`config.mk`:
```
export PLATFORM = sky130hd
export DESIGN_NAME = lcd_cmd_port
export DESIGN_NICKNAME = d
export VERILOG_FILES = /design/src/rtl/lcdport_pkg.sv /design/src/rtl/lcdport_regs.sv /design/src/rtl/lcdport_seq.sv /design/src/rtl/lcdport_csdec.sv /design/src/rtl/lcd_cmd_port.sv
export SDC_FILE = /design/constraint.sdc
export NUM_CORES = 1
export LEC_CHECK = 0
export BUFFER_PORTS_ARGS = -buffer_cell sky130_fd_sc_hd__buf_2
export CAP_MARGIN = 20
export CORE_MARGIN = 2
export CORE_UTILIZATION = 45
export CTS_BUF_LIST = sky130_fd_sc_hd__clkbuf_8
export CTS_CLUSTER_DIAMETER = 40
export CTS_CLUSTER_SIZE = 24
export DETAILED_ROUTE_END_ITERATION = 12
export HOLD_SLACK_MARGIN = 0.02
export PLACE_DENSITY = 0.74
export SLEW_MARGIN = 30
export SYNTH_ARGS = -nofsm -noshare
export SYNTH_HDL_FRONTEND = slang
export SYNTH_HIERARCHICAL = 1
export SYNTH_SLANG_ARGS = --single-unit
```
`constraint.sdc`:
```
create_clock -name clk -period 2.2 [get_ports clk]
set_input_delay 0.66 -clock clk [delete_from_list [all_inputs] [get_ports clk]]
set_output_delay 0.66 -clock clk [all_outputs]
set_load 0.03 [all_outputs]
```
`src/rtl/lcdport_pkg.sv`:
```
package lcdport_pkg;

    localparam int REG_W    = 32;
    localparam int BUS_W    = 16;
    localparam int PIDX_W   = 4;
    localparam int MARK_POS = 28;
    localparam int DSEL_POS = 24;
    localparam int BUSY_POS = 1;
    localparam int GO_POS   = 0;
    localparam int MIN_RD   = 2;

    typedef enum logic [2:0] {
        ADDR_WDATA  = 3'd0,
        ADDR_RDATA  = 3'd1,
        ADDR_STATUS = 3'd2,
        ADDR_WTRIG  = 3'd3,
        ADDR_RTRIG  = 3'd4,
        ADDR_RDLEN  = 3'd5
    } reg_addr_e;

    typedef enum logic [2:0] {
        PH_IDLE,
        PH_WSETUP,
        PH_WSTROBE,
        PH_WHOLD,
        PH_RSETUP,
        PH_RSTROBE
    } phase_e;

    typedef struct packed {
        logic              dsel;
        logic [PIDX_W-1:0] panel;
        logic [BUS_W-1:0]  payload;
    } xfer_t;

    function automatic int unsigned rd_span(input int unsigned prog);
        return (prog < MIN_RD) ? MIN_RD : prog;
    endfunction

endpackage

```
`src/rtl/lcdport_regs.sv`:
```
module lcdport_regs
    import lcdport_pkg::*;
#(
    parameter int RDLEN_W     = 4,
    parameter int RDLEN_RESET = 3,
    parameter int PSEL_W      = 1
) (
    input  logic               clk,
    input  logic               rst,
    input  logic               host_we,
    input  logic [2:0]         host_addr,
    input  logic [REG_W-1:0]   host_wdata,
    output logic [REG_W-1:0]   host_rdata,
    input  logic               busy,
    input  logic               cap_valid,
    input  logic [BUS_W-1:0]   cap_data,
    output logic [REG_W-1:0]   wdata_q,
    output logic [REG_W-1:0]   rdata_q,
    output logic [RDLEN_W-1:0] rdlen_q,
    output logic               wtrig_go,
    output logic               rtrig_go,
    output logic [PSEL_W-1:0]  trig_sel
);

    always_comb begin
        wtrig_go = host_we && (host_addr == ADDR_WTRIG) && host_wdata[GO_POS];
        rtrig_go = host_we && (host_addr == ADDR_RTRIG) && host_wdata[GO_POS];
        trig_sel = host_wdata[PSEL_W:1];
    end

    always_ff @(posedge clk) begin
        if (rst) begin
            wdata_q <= '0;
            rdata_q <= '0;
            rdlen_q <= RDLEN_W'(RDLEN_RESET);
        end else begin
            if (host_we && host_addr == ADDR_WDATA) wdata_q <= host_wdata;
            if (host_we && host_addr == ADDR_RDLEN) rdlen_q <= host_wdata[RDLEN_W-1:0];
            if (cap_valid)
                rdata_q <= {{(REG_W-BUS_W){1'b0}}, cap_data};
            else if (host_we && host_addr == ADDR_RDATA)
                rdata_q <= host_wdata;
        end
    end

    always_comb begin
        host_rdata = '0;
        case (host_addr)
            ADDR_WDATA:  host_rdata = wdata_q;
            ADDR_RDATA:  host_rdata = rdata_q;
            ADDR_STATUS: host_rdata[BUSY_POS] = busy;
            ADDR_RDLEN:  host_rdata = REG_W'(rdlen_q);
            default:     host_rdata = '0;
        endcase
    end

endmodule

```
`src/rtl/lcdport_seq.sv`:
```
module lcdport_seq
    import lcdport_pkg::*;
#(
    parameter int WR_PULSE = 2,
    parameter int RDLEN_W  = 4,
    parameter int PSEL_W   = 1
) (
    input  logic               clk,
    input  logic               rst,
    input  logic               wtrig_go,
    input  logic               rtrig_go,
    input  logic [PSEL_W-1:0]  trig_sel,
    input  logic               wr_mark,
    input  logic               wr_dsel,
    input  logic [BUS_W-1:0]   wr_payload,
    input  logic               rd_dsel,
    input  logic [RDLEN_W-1:0] rdlen_q,
    input  logic [BUS_W-1:0]   db_in,
    output logic               busy,
    output logic [PIDX_W-1:0]  panel,
    output logic               rs,
    output logic               wr_n,
    output logic               rd_n,
    output logic               oe,
    output logic [BUS_W-1:0]   db_out,
    output logic               cap_valid,
    output logic [BUS_W-1:0]   cap_data
);

    localparam int WR_CW = $clog2(WR_PULSE + 1);
    localparam int CNT_W = ((RDLEN_W > WR_CW) ? RDLEN_W : WR_CW) + 1;

    phase_e           phase_q;
    logic [CNT_W-1:0] cnt_q;
    xfer_t            xfer_q;

    always_comb begin
        busy      = (phase_q != PH_IDLE);
        panel     = xfer_q.panel;
        rs        = xfer_q.dsel;
        db_out    = xfer_q.payload;
        oe        = (phase_q == PH_WSETUP) || (phase_q == PH_WSTROBE) || (phase_q == PH_WHOLD);
        wr_n      = (phase_q != PH_WSTROBE);
        rd_n      = (phase_q != PH_RSTROBE);
        cap_valid = (phase_q == PH_RSTROBE) && (cnt_q == '0);
        cap_data  = db_in;
    end

    always_ff @(posedge clk) begin
        if (rst) begin
            phase_q <= PH_IDLE;
            cnt_q   <= '0;
            xfer_q  <= '0;
        end else begin
            case (phase_q)
                PH_IDLE: begin
                    if (wtrig_go && wr_mark) begin
                        xfer_q.dsel    <= wr_dsel;
                        xfer_q.panel   <= PIDX_W'(trig_sel);
                        xfer_q.payload <= wr_payload;
                        phase_q        <= PH_WSETUP;
                    end else if (rtrig_go) begin
                        xfer_q.dsel    <= rd_dsel;
                        xfer_q.panel   <= PIDX_W'(trig_sel);
                        cnt_q          <= CNT_W'(rd_span(int'(rdlen_q)) - 1);
                        phase_q        <= PH_RSETUP;
                    end
                end
                PH_WSETUP: begin
                    cnt_q   <= CNT_W'(WR_PULSE - 1);
                    phase_q <= PH_WSTROBE;
                end
                PH_WSTROBE: begin
                    if (cnt_q == '0) phase_q <= PH_WHOLD;
                    else             cnt_q   <= cnt_q - 1'b1;
                end
                PH_WHOLD:  phase_q <= PH_IDLE;
                PH_RSETUP: phase_q <= PH_RSTROBE;
                PH_RSTROBE: begin
                    if (cnt_q == '0) phase_q <= PH_IDLE;
                    else             cnt_q   <= cnt_q - 1'b1;
                end
                default: phase_q <= PH_IDLE;
            endcase
        end
    end

    assert_strobe_exclusive_R11: assert property (@(posedge clk) disable iff (rst)
        !(!wr_n && !rd_n));

    assert_setup_before_wr_R3: assert property (@(posedge clk) disable iff (rst)
        $fell(wr_n) |-> ($past(oe) && oe));

    assert_bus_stable_R3: assert property (@(posedge clk) disable iff (rst)
        (oe && $past(oe)) |-> $stable(db_out));

    assert_read_no_drive_R7: assert property (@(posedge clk) disable iff (rst)
        !rd_n |-> !oe);

    assert_min_read_strobe_R9: assert property (@(posedge clk) disable iff (rst)
        $rose(rd_n) |-> !$past(rd_n, 2));

    assert_busy_blocks_trigger_R10: assert property (@(posedge clk) disable iff (rst)
        (busy && (wtrig_go || rtrig_go)) |=> (phase_q != PH_WSETUP && phase_q != PH_RSETUP));

endmodule

```
`src/rtl/lcdport_csdec.sv`:
```
module lcdport_csdec
    import lcdport_pkg::*;
#(
    parameter int NUM_PANELS = 2
) (
    input  logic                  clk,
    input  logic                  rst,
    input  logic                  active,
    input  logic [PIDX_W-1:0]     panel,
    output logic [NUM_PANELS-1:0] cs_n
);

    for (genvar i = 0; i < NUM_PANELS; i++) begin : g_cs
        assign cs_n[i] = !(active && (panel == PIDX_W'(i)));
    end

    assert_single_cs_R5: assert property (@(posedge clk) disable iff (rst)
        $onehot0(~cs_n));

endmodule

```
`src/rtl/lcd_cmd_port.sv`:
```
module lcd_cmd_port
    import lcdport_pkg::*;
#(
    parameter int NUM_PANELS  = 2,
    parameter int WR_PULSE    = 2,
    parameter int RDLEN_W     = 4,
    parameter int RDLEN_RESET = 3
) (
    input  logic                  clk,
    input  logic                  rst,
    input  logic                  host_we,
    input  logic [2:0]            host_addr,
    input  logic [31:0]           host_wdata,
    output logic [31:0]           host_rdata,
    output logic [NUM_PANELS-1:0] pnl_cs_n,
    output logic                  pnl_rs,
    output logic                  pnl_wr_n,
    output logic                  pnl_rd_n,
    output logic [15:0]           pnl_db_out,
    output logic                  pnl_db_oe,
    input  logic [15:0]           pnl_db_in
);

    localparam int PSEL_W = (NUM_PANELS > 1) ? $clog2(NUM_PANELS) : 1;

    logic               busy;
    logic               cap_valid;
    logic [BUS_W-1:0]   cap_data;
    logic [REG_W-1:0]   wdata_q;
    logic [REG_W-1:0]   rdata_q;
    logic [RDLEN_W-1:0] rdlen_q;
    logic               wtrig_go;
    logic               rtrig_go;
    logic [PSEL_W-1:0]  trig_sel;
    logic [PIDX_W-1:0]  panel;

    lcdport_regs #(
        .RDLEN_W(RDLEN_W), .RDLEN_RESET(RDLEN_RESET), .PSEL_W(PSEL_W)
    ) u_regs (
        .clk(clk), .rst(rst),
        .host_we(host_we), .host_addr(host_addr),
        .host_wdata(host_wdata), .host_rdata(host_rdata),
        .busy(busy), .cap_valid(cap_valid), .cap_data(cap_data),
        .wdata_q(wdata_q), .rdata_q(rdata_q), .rdlen_q(rdlen_q),
        .wtrig_go(wtrig_go), .rtrig_go(rtrig_go), .trig_sel(trig_sel)
    );

    lcdport_seq #(
        .WR_PULSE(WR_PULSE), .RDLEN_W(RDLEN_W), .PSEL_W(PSEL_W)
    ) u_seq (
        .clk(clk), .rst(rst),
        .wtrig_go(wtrig_go), .rtrig_go(rtrig_go), .trig_sel(trig_sel),
        .wr_mark(wdata_q[MARK_POS]), .wr_dsel(wdata_q[DSEL_POS]),
        .wr_payload(wdata_q[BUS_W-1:0]), .rd_dsel(rdata_q[DSEL_POS]),
        .rdlen_q(rdlen_q), .db_in(pnl_db_in),
        .busy(busy), .panel(panel), .rs(pnl_rs),
        .wr_n(pnl_wr_n), .rd_n(pnl_rd_n), .oe(pnl_db_oe),
        .db_out(pnl_db_out), .cap_valid(cap_valid), .cap_data(cap_data)
    );

    lcdport_csdec #(.NUM_PANELS(NUM_PANELS)) u_cs (
        .clk(clk), .rst(rst),
        .active(busy), .panel(panel), .cs_n(pnl_cs_n)
    );

    assert_strobe_needs_cs_R11: assert property (@(posedge clk) disable iff (rst)
        (!pnl_wr_n || !pnl_rd_n) |-> (pnl_cs_n != {NUM_PANELS{1'b1}}));

endmodule

```
==> results.cfg <==
[finish]
postLayoutCoreUtil = 0.644
drive_above_1_share = 0.374
final_cell_mix = nand2_1 (131), dfxtp_1 (91), a21oi_1 (76), buf_2 (73), buf_4 (43)
final_nets = 727
final_common_cell = nand2_1
syn_to_final_growth_pct = 38.1

[power_and_ir_drop]
power_frac_seq = 0.508
power.density_mw_per_mm2 = 553
internal_power_mw = 2.57
power_frac_comb = 0.150
peakVddDrop_uv = 307
power_switching_mw = 0.926
p_leak_nw = 2.59
swShare = 0.265
power.total_mw = 3.50
p_clk_frac = 0.342

[critical_path]
worst-path-stages = 6
critPathTopFamily = buffers and inverters
critPathBufInv = 4
cpMostUsedCell = buf_6
r2r_cells = 12
critPathMaxFanout = 7
critPathKind = in2out
critPathMaxStageDelay_ns = 0.24
cp.required_ns = 1.54
arrival_ns = 1.60
endpoint_kind = output port
start_kind = input port
slowest_stage = nor3b_4
cp_cell_sequence = buf_8 -> nor3b_4 -> buf_6 -> clkbuf_16 -> a22o_1 -> buf_6

[clock_network]
htree_levels = 3
clkSinkCount = 94
cts-root-buf = clkbuf_8
worst_setup_hold_path_clk_slew_ns = 0.10
cts_tree = built
hold_buffers = 0
clk_latency_ns = 0.37
cts_buffers = 9
clock_path_buffers = 2

[grt]
track_usage = 0.238
overflow = 0
met1_usage = 0.292
grt_pass1_vias = 4281
grt_first_pass_wirelength_mm = 21.0
grt_max_degree = 30
antenna_found_initial = 1
grtUsageMet3 = 0.0574
grt_busiest_layer = met2
use_met2 = 0.389

[place]
post-dp-hpwl_mm = 8.82
place_congestion = 0.907
portBuffers = 107

[floorplanning]
boundaryPins = 108
die_area_mm2 = 0.0110
initial_core_util = 0.466
rows = 36
die_w_um = 105
die_h_um = 105
core_region_area_mm2 = 0.00982

[sta]
period_share = 1.03
finalClockSkew_ns = 0.00947
period_needed_ns = 2.26
grt_setup_unrepaired = true
clock.fmax_ghz = 0.442
setup_violations = 28
holdWs_ns = 0.456
final-hold-violation-count = 0
slew_violations = 0
worst_slack_ns = -0.0641

[yosys]
synth_ff_type = dfxtp_1
syn_area_per_cell_um2 = 8.26
netlist_instances = 554
synth-edff-count = 0
synth_seq_cells = 94
async_flop_share = 0
synth_warnings = 6
synth_area_mm2 = 0.00458
ys_seq_area_frac = 0.411
synth_cell_types = 57

[drt]
drtIter0Drc = 310
dr.pass1.iters = 6
routed_wl_mm = 13.2
routed_via_density = 5.41
ant_nets = 0
drc = 0
vias = 4389
wire_per_inst_um = 16.3

[worst_hold_path]
worstHoldPathType = reg2reg
min_delay_path_depth = 2

[run]
drv_cap = 0

[run_status]
status = finished, violations left
violations = negative setup slack
power by group through the flow:
stage                     logic (mW)  clock network (mW)  registers, mW
after floorplan                0.311                   0           1.81
after global placement         0.422                   0           1.82
after detailed placement       0.431                   0           1.82
after CTS                      0.491                1.22           1.77
after global routing           0.560                1.28           1.78
final                          0.523                1.20           1.78
cells by family after synthesis:
kind of cell / after synthesis / share of synthesized area
compound gates: 144 / 0.234
simple gates: 219 / 0.228
buf+inv: 82 / 0.0962
mux: 9 / 0.0197
flops: 94 / 0.411
fa+ha+maj: 1 / 0.00273
xor+xnor: 4 / 0.00765
other cells: 1 / 0.000819
sequential cells by signal, summed over array words and instances, names as in the netlist:
| signal | cells |
|---|---|
| u_regs/rdata_q | 32 |
| u_seq/panel | 1 |
| u_seq/cnt_q | 5 |
| u_seq/rs | 1 |
| u_regs/rdlen_q | 4 |
| u_regs/wdata_q | 32 |
| u_seq/phase_q | 3 |
| u_seq/db_out | 16 |
per-stage QoR:
stage               area [µm²]  std cells  setup slack (ns)  TNS (ns)
floorplan                 4830        556           -0.0471   -0.0901
global placement          5480        773            -0.117     -2.79
detailed placement        5480        773            -0.144     -3.57
CTS                       6120        801           -0.0501    -0.659
global route              6320        811           -0.0878     -1.71
finish                    6320        811           -0.0641    -0.814
cell usage after synthesis (all sizes together) (2+ instances only):
cell type,instances,area share
nor4b,3,0.010
buf,47,0.068
o21ai,4,0.0068
o31ai,2,0.0033
nor3,38,0.048
nand3b,2,0.0033
or2,2,0.0033
clkbuf,14,0.011
nand4b,2,0.0052
a211oi,3,0.0049
nand2b,2,0.0027
nor2,25,0.021
xor2,2,0.0038
a2111oi,16,0.050
a21oi,77,0.085
dfxtp,94,0.41
a22o,28,0.054
a2bb2oi,5,0.011
a211o,2,0.0038
nand2,132,0.11
inv,21,0.017
o2111ai,2,0.0038
nor3b,3,0.0085
nand3,4,0.0044
mux2i,9,0.020
xnor2,2,0.0038
path summary, 6_finish.rpt:
check	to	slack, ns	from
worst max register to register	u_seq/cnt_q[4]	0.06	u_seq/phase_q[2]
worst min-delay path	u_seq/db_out[9]	0.46	u_seq/db_out[9]
worst min register to register	u_seq/db_out[9]	0.46	u_seq/db_out[9]
worst max-delay path	host_rdata[4]	-0.06	host_addr[2]
worst reg2reg max path: cells and delay by family, from the launching register on:
family                     cells  cell delay [ns]
and+or+nand+nor                3             0.47
DFF                            1             0.36
buffers and inverters          3             0.34
AOI/OAI and AO/OA              3             0.26
muxes                          1             0.25
adders and majority gates      1             0.21
xor gates and xnor gates       1             0.14
cell type report:
class	count	area, µm²
multi-input cells	380	2540
clock buffers	11	151
inverters	21	78.8
clock inverters	5	56.3
flip-flops and latches	94	1890
well taps	133	166
fillers	831	3500
repair buffers	166	1430
diodes	1	2.50
metal layers:
metal,part of all wire,up-vias
li1,-,2143
met1,0.42,2041
met2,0.47,165
met3,0.069,40
met4,0.039,0
met5,0,-
repair_timing:
action / CTS / global route
gates resized for setup: 83 / 16
setup endpoints to repair: 32 / 39
cloned: 4 / 3
setup buffers: 8 / 6
pin swaps: 3 / 10
Power figures use the tool's default switching activity.
